## config.mk

```make
export PLATFORM = sky130hd
export DESIGN_NAME = simd_sat_adder
export DESIGN_NICKNAME = d
export VERILOG_FILES = /design/src/rtl/simd_sat_pkg.sv /design/src/rtl/simd_seg_add.sv /design/src/rtl/simd_carry_chain.sv /design/src/rtl/simd_lane_clamp.sv /design/src/rtl/simd_sat_adder.sv
export SDC_FILE = /design/constraint.sdc
export NUM_CORES = 1
export LEC_CHECK = 0
export CORE_MARGIN = 2
export CORE_UTILIZATION = 30
export CTS_BUF_LIST = sky130_fd_sc_hd__clkbuf_8
export DETAILED_ROUTE_END_ITERATION = 16
export PLACE_DENSITY_LB_ADDON = 0.15
export SYNTH_ARGS = -nofsm -noshare
export SYNTH_HDL_FRONTEND = slang
export SYNTH_SLANG_ARGS = --single-unit
```

## constraint.sdc

```tcl
create_clock -name clk -period 11.2 [get_ports clk]
set_clock_uncertainty 0.05 [all_clocks]
set_input_delay 2.24 -clock clk [delete_from_list [all_inputs] [get_ports clk]]
set_output_delay 2.24 -clock clk [all_outputs]
set_load 0.01 [all_outputs]
```

## src/rtl/simd_sat_pkg.sv

```systemverilog
`timescale 1ns/1ps
package simd_sat_pkg;

    typedef enum logic [1:0] {
        LM_W8  = 2'b00,
        LM_W16 = 2'b01,
        LM_W32 = 2'b10,
        LM_W32X = 2'b11
    } lane_mode_e;

    // Lane span in units minus one; lanes are 1, 2 or 4 units wide.
    function automatic logic [1:0] span_minus_one(lane_mode_e m);
        case (m)
            LM_W8:   return 2'd0;
            LM_W16:  return 2'd1;
            default: return 2'd3;
        endcase
    endfunction

endpackage

```

## src/rtl/simd_seg_add.sv

```systemverilog
`timescale 1ns/1ps
module simd_seg_add #(
    parameter int UNIT_W = 8
) (
    input  logic [UNIT_W-1:0] a,
    input  logic [UNIT_W-1:0] bx,
    input  logic              cin,
    output logic [UNIT_W-1:0] sum,
    output logic              cout
);
    assign {cout, sum} = {1'b0, a} + {1'b0, bx} + {{UNIT_W{1'b0}}, cin};
endmodule

```

## src/rtl/simd_carry_chain.sv

```systemverilog
`timescale 1ns/1ps
module simd_carry_chain #(
    parameter int UNIT_W = 8,
    parameter int UNITS  = 8,
    parameter int IDX_W  = $clog2(UNITS),
    parameter int DATA_W = UNIT_W * UNITS
) (
    input  logic [DATA_W-1:0] a,
    input  logic [DATA_W-1:0] bx,
    input  logic              sub,
    input  logic [IDX_W-1:0]  span_m1,
    output logic [DATA_W-1:0] sum,
    output logic [UNITS-1:0]  cout
);
    logic [UNITS-1:0] cin;

    for (genvar i = 0; i < UNITS; i++) begin : g_unit
        if (i == 0) begin : g_first
            assign cin[i] = sub;
        end else begin : g_rest
            // A unit that begins a lane takes the lane carry-in, not its neighbour's carry.
            assign cin[i] = ((IDX_W'(i) & span_m1) == '0) ? sub : cout[i-1];
        end
        simd_seg_add #(.UNIT_W(UNIT_W)) u_seg (
            .a    (a[i*UNIT_W +: UNIT_W]),
            .bx   (bx[i*UNIT_W +: UNIT_W]),
            .cin  (cin[i]),
            .sum  (sum[i*UNIT_W +: UNIT_W]),
            .cout (cout[i])
        );
    end
endmodule

```

## src/rtl/simd_lane_clamp.sv

```systemverilog
`timescale 1ns/1ps
module simd_lane_clamp #(
    parameter int UNIT_W = 8,
    parameter int UNITS  = 8,
    parameter int IDX_W  = $clog2(UNITS),
    parameter int DATA_W = UNIT_W * UNITS
) (
    input  logic [DATA_W-1:0] a,
    input  logic [DATA_W-1:0] bx,
    input  logic [DATA_W-1:0] sum,
    input  logic [UNITS-1:0]  cout,
    input  logic [IDX_W-1:0]  span_m1,
    input  logic              signed_en,
    input  logic              sub_en,
    input  logic              sat_en,
    output logic [DATA_W-1:0] res,
    output logic [UNITS-1:0]  flag
);
    localparam int MSB = UNIT_W - 1;

    // Overflow and direction evaluated as if each unit were the top of its lane.
    logic [UNITS-1:0] ovf_top;
    logic [UNITS-1:0] up_top;

    for (genvar i = 0; i < UNITS; i++) begin : g_top
        logic a_m, b_m, s_m;
        assign a_m = a[i*UNIT_W + MSB];
        assign b_m = bx[i*UNIT_W + MSB];
        assign s_m = sum[i*UNIT_W + MSB];
        assign ovf_top[i] = signed_en ? ((a_m == b_m) && (s_m != a_m)) : (cout[i] ^ sub_en);
        assign up_top[i]  = signed_en ? ~a_m : ~sub_en;
    end

    for (genvar i = 0; i < UNITS; i++) begin : g_out
        logic [IDX_W-1:0]  top_d;
        logic              is_top_d;
        logic              up_d;
        logic [UNIT_W-1:0] fill_d;

        always_comb begin
            top_d    = IDX_W'(i) | span_m1;
            is_top_d = (top_d == IDX_W'(i));
            up_d     = up_top[top_d];
            flag[i]  = ovf_top[top_d];
            if (signed_en && is_top_d) begin
                fill_d = up_d ? {1'b0, {MSB{1'b1}}} : {1'b1, {MSB{1'b0}}};
            end else begin
                fill_d = up_d ? {UNIT_W{1'b1}} : {UNIT_W{1'b0}};
            end
            res[i*UNIT_W +: UNIT_W] = (sat_en && flag[i]) ? fill_d : sum[i*UNIT_W +: UNIT_W];
        end
    end
endmodule

```

## src/rtl/simd_sat_adder.sv

```systemverilog
`timescale 1ns/1ps
module simd_sat_adder
    import simd_sat_pkg::*;
#(
    parameter int UNIT_W = 8,
    parameter int UNITS  = 8,
    localparam int DATA_W = UNIT_W * UNITS,
    localparam int IDX_W  = $clog2(UNITS)
) (
    input  logic              clk,
    input  logic              rst_n,
    input  logic              in_valid,
    input  logic [DATA_W-1:0] op_a,
    input  logic [DATA_W-1:0] op_b,
    input  logic              sub_en,
    input  logic              signed_en,
    input  logic [1:0]        lane_mode,
    input  logic              sat_en,
    output logic              out_valid,
    output logic [DATA_W-1:0] result,
    output logic [UNITS-1:0]  lane_ovf
);
    typedef struct packed {
        logic              vld;
        logic [DATA_W-1:0] res;
        logic [UNITS-1:0]  ovf;
    } state_t;

    state_t state_d, state_q;

    logic [IDX_W-1:0]  span_m1;
    logic [DATA_W-1:0] bx;
    logic [DATA_W-1:0] raw_sum;
    logic [UNITS-1:0]  unit_cout;
    logic [DATA_W-1:0] lane_res;
    logic [UNITS-1:0]  lane_flag;

    assign span_m1 = IDX_W'(span_minus_one(lane_mode_e'(lane_mode)));
    assign bx      = op_b ^ {DATA_W{sub_en}};

    simd_carry_chain #(.UNIT_W(UNIT_W), .UNITS(UNITS)) u_chain (
        .a       (op_a),
        .bx      (bx),
        .sub     (sub_en),
        .span_m1 (span_m1),
        .sum     (raw_sum),
        .cout    (unit_cout)
    );

    simd_lane_clamp #(.UNIT_W(UNIT_W), .UNITS(UNITS)) u_clamp (
        .a         (op_a),
        .bx        (bx),
        .sum       (raw_sum),
        .cout      (unit_cout),
        .span_m1   (span_m1),
        .signed_en (signed_en),
        .sub_en    (sub_en),
        .sat_en    (sat_en),
        .res       (lane_res),
        .flag      (lane_flag)
    );

    always_comb begin
        state_d     = state_q;
        state_d.vld = in_valid;
        if (in_valid) begin
            state_d.res = lane_res;
            state_d.ovf = lane_flag;
        end
    end

    always_ff @(posedge clk) begin
        if (!rst_n) begin
            state_q <= '0;
        end else begin
            state_q <= state_d;
        end
    end

    assign out_valid = state_q.vld;
    assign result    = state_q.res;
    assign lane_ovf  = state_q.ovf;
endmodule

```

==> metrics, run 1 <==
Clock Tree Buf Depth=2; die area=~0.024 mm²; synth-to-layout area growth=38.9%; Total Power=between 1 and 1.5 mW; standard-cell row count=54; synthesized flop and latch total=between 70 and 80; initial core utilization=roughly 30%; data arrival time of the worst path=~11000 ps; final slew viol count=0; CTS sink count=73; final WL=between 20000 and 25000 µm; routability congestion estimate=0.813; cts bufs inserted=9; Sw Pwr=~400 µW; part of the cycle the worst path needs=93.4%; Die X=roughly 150 µm; Worst R2R End=result[47]; final worst slack=about 740 ps; Clock power frac=22.1%; initial antenna violation count=0; Placed Cells=~1300; internal power=about 700 µW; drt first pass iters=4; post_cts resized=0; FILL cells=2214; die height=roughly 150 µm; PD cells=roughly 120 mW/mm²; RSZ-0062 raised after global routing=no; fin cells=between 1000 and 1500; Clock Tree Root=clkbuf_8; Main synth FF type=dfxtp_1; Synth Net Count=between 1000 and 1500; met1 Use GR=between 20% and 30%; min cycle time layout=10460 ps; worst r2r path cells=3; Post-CTS Hold Buffers=0; H-tree Lvls=3; Mapped Area=between 0.006 and 0.007 mm²; R2R Path Start=result[47]; final setup vio count=0; CP delay by family, top=compound AO/OA/AOI/OAI gates; Slew @ Worst Pin=a little over 800 ps; total setup buffers inserted after CTS=0; total core area=around 0.022 mm²; worst hold-check path type=reg2reg; Mapped Avg Cell Area=8.13 µm²; R2R Setup Slk=10350 ps; DRC viols=0; Max Freq=~96 MHz; Setup Crit Path Kind=in2reg; GRT busiest layer=met2; Largest stage delay, worst path=510 ps; pre-CTS setup slack=around 150 ps; clock-pin slew on the worst setup and hold paths=90 ps; status=complete, no violations; leakage=around 3.8 nW; DR vias=between 6000 and 7000; Synthesis Warnings=0; vias in the first global route=~6400; Hold Path Origin=result[8]; vias per cell=5.04; GR Layer Usage met2=around 30%; Hold EP=result[8]; sequential power share=around 29%; Hold Vio Cnt, Final=0; Ant. Diodes=0; All-Layer GR Usage=between 10% and 20%; Switching Fraction=approximately 37%; first-pass GRT wire length=about 34000 µm; post-synthesis sequential area ratio=21.8%; worst skew pair latency=around 360 ps; critical path fanouts, max=6; Max-Cap Viols=0; number of flops mapped to enable cells by yosys=0; routing usage on met3=3.91%; kind of end point of the critical path=flop; hold path cells=2; layout cells sized above 1=5.60%; largest net degree at the start of global routing=64; hpwl dp=about 17000 µm; setup_tns=0 ps; Distinct cells, synth=64; DRT iter0 DRCs=249; Setup crit start kind=primary input; Slowest cell on crit path=clkdlybuf4s50_1; Port Buffer Count=approximately 210; Required @ worst endpoint=~11000 ps; Ports=209; grt ovf=0; Worst VDD drop=around 0.057 mV; final net count=around 1200; Detail Route Antenna Nets=0; drt wl/cell=16.7 µm; WP buf/inv=2; Most Frequent Cell on Critical Path=fa_1; FFs w/ async S/R, synth=0%; CTS tree=built; Slew headroom=between 40 and 50%; Post-Syn Instances=roughly 820; Logic pwr share=49.1%
worst register-to-register path: stages, from the launching register on:
cell	delay, ps
dfxtp_1	320
nor2b_1	120
a31oi_1	160
o22ai_1	90
area by class of cell:
| type | instances | area (µm²) | area share (%) |
|---|---|---|---|
| Clock buffer | 9 | 124 | 1.33 |
| Clock inverter | 7 | 93.8 | 1.01 |
| Sequential cell | 73 | 1460 | 15.7 |
| Multi-Input combinational cell | 669 | 4940 | 53.2 |
| Tap cell | 280 | 350 | 3.77 |
| Inverter | 38 | 143 | 1.54 |
| Timing Repair Buffer | 222 | 2180 | 23.4 |
how the worst max path moves through the flow:
| stage | cells past startpoint | end | start |
|---|---|---|---|
| floorplan | 36 | result[23] | sub_en |
| global placement | 34 | result[26] | op_b[0] |
| detailed placement | 34 | result[26] | op_b[0] |
| CTS | 34 | result[26] | op_b[0] |
| global route | 34 | result[21] | op_b[0] |
| finish | 35 | result[17] | op_b[0] |
cells in the mapped netlist, types with 2 or more instances:
cell	instances	area (µm²)
nand2b_1	13	81.3
nand3b_1	3	22.5
a21oi_1	78	390
nand2_1	37	139
nor4_1	4	25.0
fa_1	14	280
ha_1	56	701
o21bai_1	6	45.0
o2111a_1	2	22.5
buf_1	3	11.3
nand3_1	37	185
xnor2_1	32	280
nor2b_1	15	93.8
buf_2	3	15.0
inv_1	37	139
o21a_1	10	75.1
o41ai_1	5	43.8
and3_1	2	12.5
o2111ai_1	5	43.8
xor2_1	84	736
o21ai_0	72	360
o311ai_0	3	26.3
o22ai_1	10	62.6
or3_1	7	43.8
buf_6	2	22.5
a31oi_1	5	31.3
nor3_1	13	65.1
a31oi_2	3	37.5
a21o_1	7	52.6
a211oi_1	6	45.0
nand4b_1	4	35.0
o211ai_1	2	15.0
and2_1	4	25.0
o31ai_1	3	22.5
a311oi_1	16	140
o311ai_1	2	17.5
o31a_1	3	26.3
mux2i_1	26	260
clkbuf_1	35	131
o21ai_2	3	26.3
nor2_1	52	195
mux2_2	2	22.5
dfxtp_1	73	1460
or2_2	3	18.8
a21oi_2	2	17.5
cells by family after synthesis:
family                     share of synthesized area (%)
DFF                                                 21.8
and+or+nand+nor                                     14.9
muxes                                               4.23
adders and majority gates                           14.7
xor gates and xnor gates                            15.2
AOI/OAI and AO/OA                                   24.4
buffers and inverters                               4.83
power by group through the flow:
stage	combinational [mW]	sequential (mW)	clock, mW
6_report	0.532	0.312	0.240
5_1_grt	0.591	0.316	0.256
4_1_cts	0.534	0.312	0.246
3_5_place_dp	0.530	0.317	0
3_3_place_gp	0.530	0.318	0
2_1_floorplan	0.315	0.330	0
sequential cells by signal, summed over array words and instances (netlist names):
name       cells
lane_ovf       8
out_valid      1
result        64
metal layers:
metal,routed length (µm),up-vias,share of wire (%)
li1,-,3348,-
met4,220,0,1.0
met3,1340,16,6.2
met1,10300,2982,47
met2,9880,202,45
met5,0,-,0
placed cells by master, fill, tap and decap left out, drive strengths merged, types with 6 or more instances in the layout:
master	synthesis	layout
xnor2	32	32
nor2b	15	15
buf	8	17
o21a	11	11
a311oi	17	17
nor2	52	52
o22ai	10	10
a31oi	8	8
a21o	7	7
nand3	37	37
nor3	14	14
mux2i	26	26
o21bai	6	6
clkdlybuf4s50	0	205
or3	7	7
xor2	84	84
nand2	38	38
a211oi	7	7
nand2b	13	13
fa	14	14
inv	37	38
clkbuf	35	9
o21ai	75	75
ha	56	56
a21oi	80	80
dfxtp	73	73
per-stage QoR:
| stage | utilization [%] | hold slack [ps] | instance area [µm²] |
|---|---|---|---|
| after global placement | 41.4 | 397 | 9040 |
| after floorplan | - | 426 | 6690 |
| after global routing | 42.6 | 448 | 9290 |
| final | 42.6 | 418 | 9290 |
| after detailed placement | 41.4 | 404 | 9040 |
| after CTS | 42.4 | 416 | 9250 |
Note: power is estimated with default switching activity, not from simulation.
==> run 2, diff against run 1 <==
--- a/config.mk
+++ b/config.mk
@@ -5,6 +5,8 @@
 export SDC_FILE = /design/constraint.sdc
 export NUM_CORES = 1
 export LEC_CHECK = 0
+export CELL_PAD_IN_SITES_DETAIL_PLACEMENT = 0
+export CELL_PAD_IN_SITES_GLOBAL_PLACEMENT = 1
 export CORE_MARGIN = 2
 export CORE_UTILIZATION = 30
 export CTS_BUF_LIST = sky130_fd_sc_hd__clkbuf_8
==> metrics, run 2 (same netlist as run 1, synthesis figures left out) <==
commonest non-fill, non-tap cell in the layout=clkdlybuf4s50_1; final net count=~1200; worst r2r path cells=3; R2R Setup Slk=10340 ps; max FFs per register=64; Max Freq=around 96 MHz; grt ovf=0; fin cells=about 1300; worst hold-check path type=reg2reg; sequential power share=28.8%; worst skew pair latency=370 ps; CTS tree=built; Setup crit start kind=primary input; Placed Cells=1282; Largest stage delay, worst path=slightly above 500 ps; Logic pwr share=49.4%; total core area=0.0218 mm²; layout cells sized above 1=5.50%; hold path cells=2; drt wl/cell=~17 µm; vias per cell=roughly 5.0; min cycle time layout=roughly 10000 ps; R2R Path Start=result[47]; largest net degree at the start of global routing=95; standard-cell row count=54; FILL cells=between 2000 and 2500; vias in the first global route=6200; Worst R2R End=result[47]; DR vias=around 6500; critical path fanouts, max=7; most frequent cells in the layout=205 x clkdlybuf4s50_1, 84 x xor2_1, 78 x a21oi_1; Hold Path Origin=result[26]; Slowest cell on crit path=clkdlybuf4s50_1; drt first pass iters=4; Ant. Diodes=0; part of the cycle the worst path needs=between 90% and 100%; total setup buffers inserted after CTS=0; final slew viol count=0; DRT iter0 DRCs=between 300 and 400; Clock power frac=a little over a fifth; final worst slack=between 800 and 900 ps; status=complete, no violations; post_cts resized=0; Worst VDD drop=roughly 0.06 mV; CTS sink count=73; Required @ worst endpoint=about 11000 ps; Slew headroom=39.2%; PD cells=about 120 mW/mm²; DRC viols=0; first-pass GRT wire length=about 34000 µm; H-tree Lvls=3; Hold EP=result[26]; All-Layer GR Usage=between 10% and 20%; kind of end point of the critical path=flop; setup_tns=0 ps; Sw Pwr=~400 µW; RSZ-0062 raised after global routing=no; routability congestion estimate=a little over 0.8; Critical Path Source=op_b[0]; die height=153 µm; cts bufs inserted=9; die area=between 0.02 and 0.025 mm²; Hold Vio Cnt, Final=0; Setup Crit Path Kind=in2reg; final WL=roughly 22000 µm; Slew @ Worst Pin=~910 ps; Min Hold Slack=just over 400 ps; final setup vio count=0; Post-CTS Hold Buffers=0; synth-to-layout area growth=38.8%; initial core utilization=30.7%; initial antenna violation count=0; Port Buffer Count=between 200 and 250; clock-pin slew on the worst setup and hold paths=about 90 ps; Switching Fraction=a little under two fifths; Clock Tree Buf Depth=2; Most Frequent Cell on Critical Path=fa_1; internal power=682 µW; Detail Route Antenna Nets=0; leakage=3.77 nW; Clock Tree Root=clkbuf_8; pre-CTS setup slack=42.2 ps; Die X=roughly 150 µm; data arrival time of the worst path=between 10000 and 15000 ps; Max-Cap Viols=0; hpwl dp=17100 µm; Ports=approximately 210
-- run 2: cell count changes in the layout (fill, tap and decap cells not counted) --
cell        previous run  this run
clkinv_2               2         3
inv_6                  1         0
inv_1                 37        38
clkinvlp_4             2         1
-- run 2: area by class of cell --
class	instances	area (µm²)	share of cell area, %
inverters	38	143	1.54
well taps	280	350	3.77
clock inverters	7	86.3	0.930
multi-input cells	669	4940	53.2
flip-flops and latches	73	1460	15.7
clock buffers	9	124	1.33
repair buffers	222	2180	23.5
-- run 2: worst max path at each step --
stage                  to  cells after the start
2_1_floorplan  result[23]                     36
3_3_place_gp   result[26]                     34
3_5_place_dp   result[26]                     34
4_1_cts        result[26]                     34
5_1_grt        result[16]                     35
6_report       result[16]                     35
-- run 2: metal layers --
layer  global-route usage (%)  routed length (µm)  share of wire, %
met2                     28.7                9700                44
met1                     25.7               10900                49
met3                     3.97                1300               5.9
met5                        0                   0                 0
met4                     3.97                 200              0.91
-- run 2: worst max-delay path: cells and delay by family --
family / cells / cell delay, ps
compound gates: 18 / 4220
simple gates: 6 / 490
fa+ha+maj: 7 / 2190
mux: 2 / 780
buf+inv: 2 / 730
-- run 2: power groups by stage --
stage          logic (mW)  clock network (mW)  registers [mW]
2_1_floorplan       0.315                   0           0.330
3_3_place_gp        0.535                   0           0.318
3_5_place_dp        0.531                   0           0.318
4_1_cts             0.535               0.243           0.312
5_1_grt             0.591               0.255           0.316
6_report            0.534               0.236           0.311
-- run 2: stage by stage --
stage	instance area [µm²]	power, mW	util (%)
final	9280	1.08	42.5
after floorplan	6690	0.645	-
after detailed placement	9040	0.849	41.4
after global routing	9280	1.16	42.5
after global placement	9040	0.853	41.4
after CTS	9250	1.09	42.4
==> run 3, diff against run 2 <==
--- a/config.mk
+++ b/config.mk
@@ -10,6 +10,7 @@
 export CORE_MARGIN = 2
 export CORE_UTILIZATION = 30
 export CTS_BUF_LIST = sky130_fd_sc_hd__clkbuf_8
+export CTS_CLUSTER_SIZE = 28
 export DETAILED_ROUTE_END_ITERATION = 16
 export PLACE_DENSITY_LB_ADDON = 0.15
 export SYNTH_ARGS = -nofsm -noshare
==> results of run 3 <==
The final DEF is identical to that of run 2; final timing and power are the same.
